`src/rtl/evar_pkg.sv`:
```
package evar_pkg;
  // Where the front place takes its next value from.
  typedef enum logic [1:0] {
    SRC_HOLD  = 2'd0,
    SRC_WRITE = 2'd1,
    SRC_BACK  = 2'd2
  } front_src_e;
endpackage

```
`src/rtl/evar_place.sv`:
```
module evar_place #(
  parameter int W = 8
) (
  input  logic         clk,
  input  logic         rst_n,
  input  logic         load,
  input  logic [W-1:0] d,
  output logic [W-1:0] q
);
  always_ff @(posedge clk) begin
    if (!rst_n)    q <= '0;
    else if (load) q <= d;
  end
endmodule

```
`src/rtl/evar_seen.sv`:
```
module evar_seen #(
  parameter int N = 4
) (
  input  logic         clk,
  input  logic         rst_n,
  input  logic         front_full,
  input  logic         restart,
  input  logic [N-1:0] take,
  output logic [N-1:0] fresh,
  output logic         retire
);
  logic [N-1:0] seen_q;
  logic [N-1:0] took;

  assign fresh  = {N{front_full}} & ~seen_q;
  assign took   = take & fresh;
  assign retire = front_full & (&(seen_q | took));

  always_ff @(posedge clk) begin
    if (!rst_n)       seen_q <= '0;
    else if (restart) seen_q <= '0;
    else              seen_q <= seen_q | took;
  end

  for (genvar i = 0; i < N; i++) begin : g_chk
    // a reader that has not taken the token keeps its valid
    p_fresh_holds_r4: assert property (@(posedge clk) disable iff (!rst_n)
      (fresh[i] && !take[i] && !restart) |=> fresh[i]);
    // a reader transfer clears only that reader's valid
    p_taken_clears_r4: assert property (@(posedge clk) disable iff (!rst_n)
      (fresh[i] && take[i] && !restart) |=> !fresh[i]);
  end
endmodule

```
`src/rtl/evar_ctrl.sv`:
```
module evar_ctrl
  import evar_pkg::*;
(
  input  logic       clk,
  input  logic       rst_n,
  input  logic       wr_valid,
  input  logic       retire,
  output logic       wr_ready,
  output front_src_e front_src,
  output logic       back_load,
  output logic       restart,
  output logic       front_full,
  output logic       back_full
);
  logic wr_fire;
  logic front_nxt, back_nxt;

  always_comb begin
    wr_ready  = !back_full || retire;
    wr_fire   = wr_valid && wr_ready;
    front_src = SRC_HOLD;
    back_load = 1'b0;
    front_nxt = front_full;
    back_nxt  = back_full;
    if (!front_full) begin
      if (wr_fire) begin
        front_src = SRC_WRITE;
        front_nxt = 1'b1;
      end
    end else if (retire) begin
      if (back_full) begin
        front_src = SRC_BACK;
        back_load = wr_fire;
        back_nxt  = wr_fire;
      end else if (wr_fire) begin
        front_src = SRC_WRITE;
      end
    end else if (wr_fire) begin
      back_load = 1'b1;
      back_nxt  = 1'b1;
    end
    restart = (front_src != SRC_HOLD);
  end

  always_ff @(posedge clk) begin
    if (!rst_n) begin
      front_full <= 1'b0;
      back_full  <= 1'b0;
    end else begin
      front_full <= front_nxt;
      back_full  <= back_nxt;
    end
  end

  // the back place is only used behind an occupied front place
  p_back_needs_front_r6: assert property (@(posedge clk) disable iff (!rst_n)
    back_full |-> front_full);
  // an empty variable always accepts a write
  p_empty_ready_r1: assert property (@(posedge clk) disable iff (!rst_n)
    !front_full |-> wr_ready);
  // a parked token is kept while the front is not retired
  p_parked_kept_r8: assert property (@(posedge clk) disable iff (!rst_n)
    (back_full && !retire) |=> back_full);
  // a stall needs both places holding unread tokens
  p_stall_reason_r7: assert property (@(posedge clk) disable iff (!rst_n)
    !wr_ready |-> (front_full && back_full));
endmodule

```
`src/rtl/elastic_var.sv`:
```
module elastic_var
  import evar_pkg::*;
#(
  parameter int DATA_W = 8,
  parameter int NUM_RD = 4
) (
  input  logic              clk,
  input  logic              rst_n,
  input  logic              wr_valid,
  output logic              wr_ready,
  input  logic [DATA_W-1:0] wr_data,
  output logic [NUM_RD-1:0] rd_valid,
  input  logic [NUM_RD-1:0] rd_ready,
  output logic [DATA_W-1:0] rd_data
);
  front_src_e        front_src;
  logic              back_load, restart, retire;
  logic              front_full, back_full;
  logic [DATA_W-1:0] front_q, back_q, front_d;

  evar_ctrl u_ctrl (
    .clk       (clk),
    .rst_n     (rst_n),
    .wr_valid  (wr_valid),
    .retire    (retire),
    .wr_ready  (wr_ready),
    .front_src (front_src),
    .back_load (back_load),
    .restart   (restart),
    .front_full(front_full),
    .back_full (back_full)
  );

  evar_seen #(.N(NUM_RD)) u_seen (
    .clk       (clk),
    .rst_n     (rst_n),
    .front_full(front_full),
    .restart   (restart),
    .take      (rd_ready),
    .fresh     (rd_valid),
    .retire    (retire)
  );

  assign front_d = (front_src == SRC_BACK) ? back_q : wr_data;

  evar_place #(.W(DATA_W)) u_front (
    .clk  (clk),
    .rst_n(rst_n),
    .load (restart),
    .d    (front_d),
    .q    (front_q)
  );

  evar_place #(.W(DATA_W)) u_back (
    .clk  (clk),
    .rst_n(rst_n),
    .load (back_load),
    .d    (wr_data),
    .q    (back_q)
  );

  assign rd_data = front_q;

  // a write into an empty variable is visible one cycle later
  p_visible_next_r3: assert property (@(posedge clk) disable iff (!rst_n)
    (wr_valid && wr_ready && !front_full) |=> (rd_data == $past(wr_data)));
  // the parked value moves to the front in order
  p_order_r8: assert property (@(posedge clk) disable iff (!rst_n)
    (front_src == SRC_BACK) |=> (rd_data == $past(back_q)));
  // with nothing loaded the bus keeps its value
  p_bus_held_r9: assert property (@(posedge clk) disable iff (!rst_n)
    (!wr_valid && !back_full) |=> $stable(rd_data));
  // reader valids never rise without a write having loaded the front
  p_valid_source_r2: assert property (@(posedge clk) disable iff (!rst_n)
    (rd_valid == '0 && !wr_valid && !back_full) |=> (rd_valid == '0));
endmodule

```
`config.mk`:
```
export PLATFORM = sky130hd
export DESIGN_NAME = elastic_var
export DESIGN_NICKNAME = d
export VERILOG_FILES = /design/src/rtl/evar_pkg.sv /design/src/rtl/evar_place.sv /design/src/rtl/evar_seen.sv /design/src/rtl/evar_ctrl.sv /design/src/rtl/elastic_var.sv
export SDC_FILE = /design/constraint.sdc
export NUM_CORES = 1
export LEC_CHECK = 0
export BUFFER_PORTS_ARGS = -buffer_cell sky130_fd_sc_hd__clkbuf_2
export CORE_MARGIN = 2
export CORE_UTILIZATION = 45
export CTS_BUF_LIST = sky130_fd_sc_hd__clkbuf_4
export DETAILED_ROUTE_END_ITERATION = 16
export PLACE_DENSITY = 0.83
export SKIP_CTS_REPAIR_TIMING = 1
export SLEW_MARGIN = 20
export SYNTH_ARGS = -nofsm -noshare
export SYNTH_HDL_FRONTEND = slang
export SYNTH_SLANG_ARGS = --single-unit
```
`constraint.sdc`:
```
create_clock -name clk -period 1.5 [get_ports clk]
set_input_delay 0.075 -clock clk [delete_from_list [all_inputs] [get_ports clk]]
set_output_delay 0.075 -clock clk [all_outputs]
set_load 0.01 [all_outputs]
```
==> key figures <==
Worst setup path
  • FF-to-FF End: u_back.q[3]
  • RR Startpoint: u_ctrl.front_full
  • CP Launch Type: register
  • Critical path's slowest cell: dfxtp_4
  • CP Max Fanout: 5
  • CP Buf/Inv Count: 2
  • Top cell family by delay on the critical path: simple AND/OR/NAND/NOR gates
  • R2R depth: 6
  • Worst reg-to-reg setup slack: -140 ps
  • Slowest stage delay, CP: roughly 420 ps
  • Worst EP arrival: ~1600 ps
  • Crit-path most repeated cell: nand2_2
  • Setup Crit Path Kind: register to output port
  • Crit. End Element: output port
  • Crit path cell chain: a21oi_4 -> nor4_4 -> buf_4 -> nand2_2 -> nand2_2 -> buf_6
  • Critical Path RT: roughly 1400 ps

STA
  • Max Clock Skew: roughly 0.46 ps
  • Final WS setup: -155 ps
  • Count of pins over their slew limit: 0
  • Tightest Pin Transition: roughly 320 ps
  • F_max: 604 MHz
  • Max_slew headroom: 78.2%
  • Minimum clock period: ~1700 ps
  • Final setup viols: 17
  • RSZ-0062 raised after global routing: true
  • Fin crit share: 110%
  • Setup TNS: -1940 ps
  • Fin. Hold Viols: 0

Route
  • Initial drt markers: 12
  • Via density: ~5.0
  • Wire per inst: 12.9 um
  • Antenna-violating nets left: 0
  • Via count: 769
  • Routed WL: 1.99 mm
  • First drt pass iteration count: 3
  • DRC viols: 0

Floorplanning
  • Die H: about 50 um
  • Starting Density: about half
  • IO Pins: 28
  • Core area: about 0.002 mm2
  • Die X: between 40 and 50 um
  • Number of cell rows: 16
  • Die Area: roughly 0.0025 mm2

Place
  • Dpl hpwl: 1.50 mm
  • PortBufs: 27
  • DP Cell Count: 152
  • Final Wtd Congestion: around 0.85
  • Place WS: -170 ps

Clock tree
  • Clock Path Buffers: 2
  • Worst skew pair latency: just under 300 ps
  • H-tree lvl count: 1
  • CTS tree: built
  • CTS Buf Count: 3
  • Clk sinks: 22
  • Worst-path clk slew: between 100 and 150 ps
  • Root buf cell: clkbuf_4

Job
  • Max_cap viols: 0

GRT
  • First-pass GRT wire length: about 3.3 mm
  • Gr usage total: 17.4%
  • Maximum number of pins on one net before global-route repair: 17
  • Vias in the first global route: approximately 800
  • Initial antenna violation count: 0
  • GRT Residual Overflow: 0

Synthesis
  • Syn Nets: approximately 110
  • Flops & latches, synth: 22
  • Mapped cell area: ~940 um2
  • Post-synthesis sequential area ratio: 46.7%
  • Number of distinct library cells after synthesis: 20
  • Cells after synthesis: 99
  • YS warnings: 0
  • Syn avg cell area: roughly 9.5 um2

Layout
  • Area taken by multi-input logic gates: slightly below 500 um2
  • FF/Latch Area: 444 um2
  • Area Overhead vs Synth: 27.1%
  • Nets: between 100 and 150
  • Diode count: 0
  • Finished Core Util: about 60%
  • Layout cell share with drive strength beyond 1: 38.3%
  • Most frequent cells in the layout: clkbuf_2 (26), dfxtp_1 (21), nand2_1 (18)
  • Non-Filler Instances: roughly 160
  • Fillers: about 180
  • Commonest non-fill, non-tap cell in the layout: clkbuf_2

Power and ir drop
  • P_leak: 0.495 nW
  • Worst VDD drop: 0.000540 V
  • Design Power: 1.12 mW
  • P per Cell Area: roughly 930 mW/mm2

Worst hold path
  • WHS Path Cells: 3
  • Hold Startpoint: wr_data[5]
  • HP Class: input pin to register
  • Endpoint of the worst hold path: u_back.q[5]

Outcome
  • Failing checks: setup timing
  • Status: finished with violations
registers in the layout (all words and copies together), names as in the netlist:
name               flops
u_ctrl.front_full      1
u_front.q              8
u_seen.seen_q          4
u_ctrl.back_full       1
u_back.q               8
routing by layer:
layer | global-route usage, % | vias up | share of wire (%)
met1 | 19.5 | 360 | 44
met3 | 1.82 | 2 | 2.0
li1 | - | 395 | -
met2 | 31.8 | 12 | 53
met5 | 0 | - | 0
met4 | 9.26 | 0 | 0.95
how the worst max path moves through the flow:
stage / start / to / slack (ps) / cells past startpoint
CTS: u_ctrl.front_full / wr_ready / -220 / 6
global placement: u_ctrl.front_full / u_front.q[6] / -140 / 5
finish: u_ctrl.front_full / wr_ready / -150 / 6
detailed placement: u_ctrl.front_full / u_front.q[0] / -170 / 5
floorplan: u_ctrl.front_full / u_front.q[0] / -50 / 7
global route: u_ctrl.front_full / u_back.q[2] / -250 / 6
synth_stat cells, drive strengths merged:
master | count | area (um2)
clkbuf | 3 | 11.3
o2bb2ai | 9 | 78.8
mux2i | 16 | 160
and2 | 1 | 6.26
and3 | 2 | 13.8
inv | 2 | 7.51
o21ai | 1 | 5.00
dfxtp | 22 | 440
or2 | 1 | 6.26
a21oi | 6 | 37.5
nand2b | 1 | 6.26
nor2 | 9 | 33.8
nor4 | 1 | 21.3
nand2 | 20 | 75.1
buf | 4 | 31.3
xnor2 | 1 | 8.76
tightest hold or removal path, cell delays in order:
cell      delay [ps]
clkbuf_2          90
nand2_1           50
mux2i_1           50
report_power, final:
| group | switching, mW | internal (mW) |
|---|---|---|
| logic | 0.112 | 0.100 |
| registers | 0.0298 | 0.622 |
| clock network | 0.160 | 0.0934 |
| total | 0.301 | 0.815 |
through the flow:
step / area, um2 / hold slack (ps)
4_1_cts: 1160 / 4.07
3_5_place_dp: 1130 / 331
2_1_floorplan: 976 / 217
6_report: 1200 / 8.81
3_3_place_gp: 1130 / 319
5_1_grt: 1200 / 10.0
cell families after synthesis:
logic type	synth area share, %
multiplexers	17.0
flip-flops	46.7
AND/OR/NAND/NOR	17.2
buffers and inverters	5.30
XOR/XNOR	0.929
AO/OA/AOI/OAI	12.9
final cells by class:
| class | count | area share (%) |
|---|---|---|
| Clock buffer | 3 | 1.88 |
| Inverter | 2 | 0.626 |
| Multi-Input combinational cell | 68 | 41.4 |
| Sequential cell | 22 | 37.1 |
| Tap cell | 27 | 2.82 |
| Timing Repair Buffer | 33 | 16.2 |
Note: power is estimated with default switching activity, not from simulation.
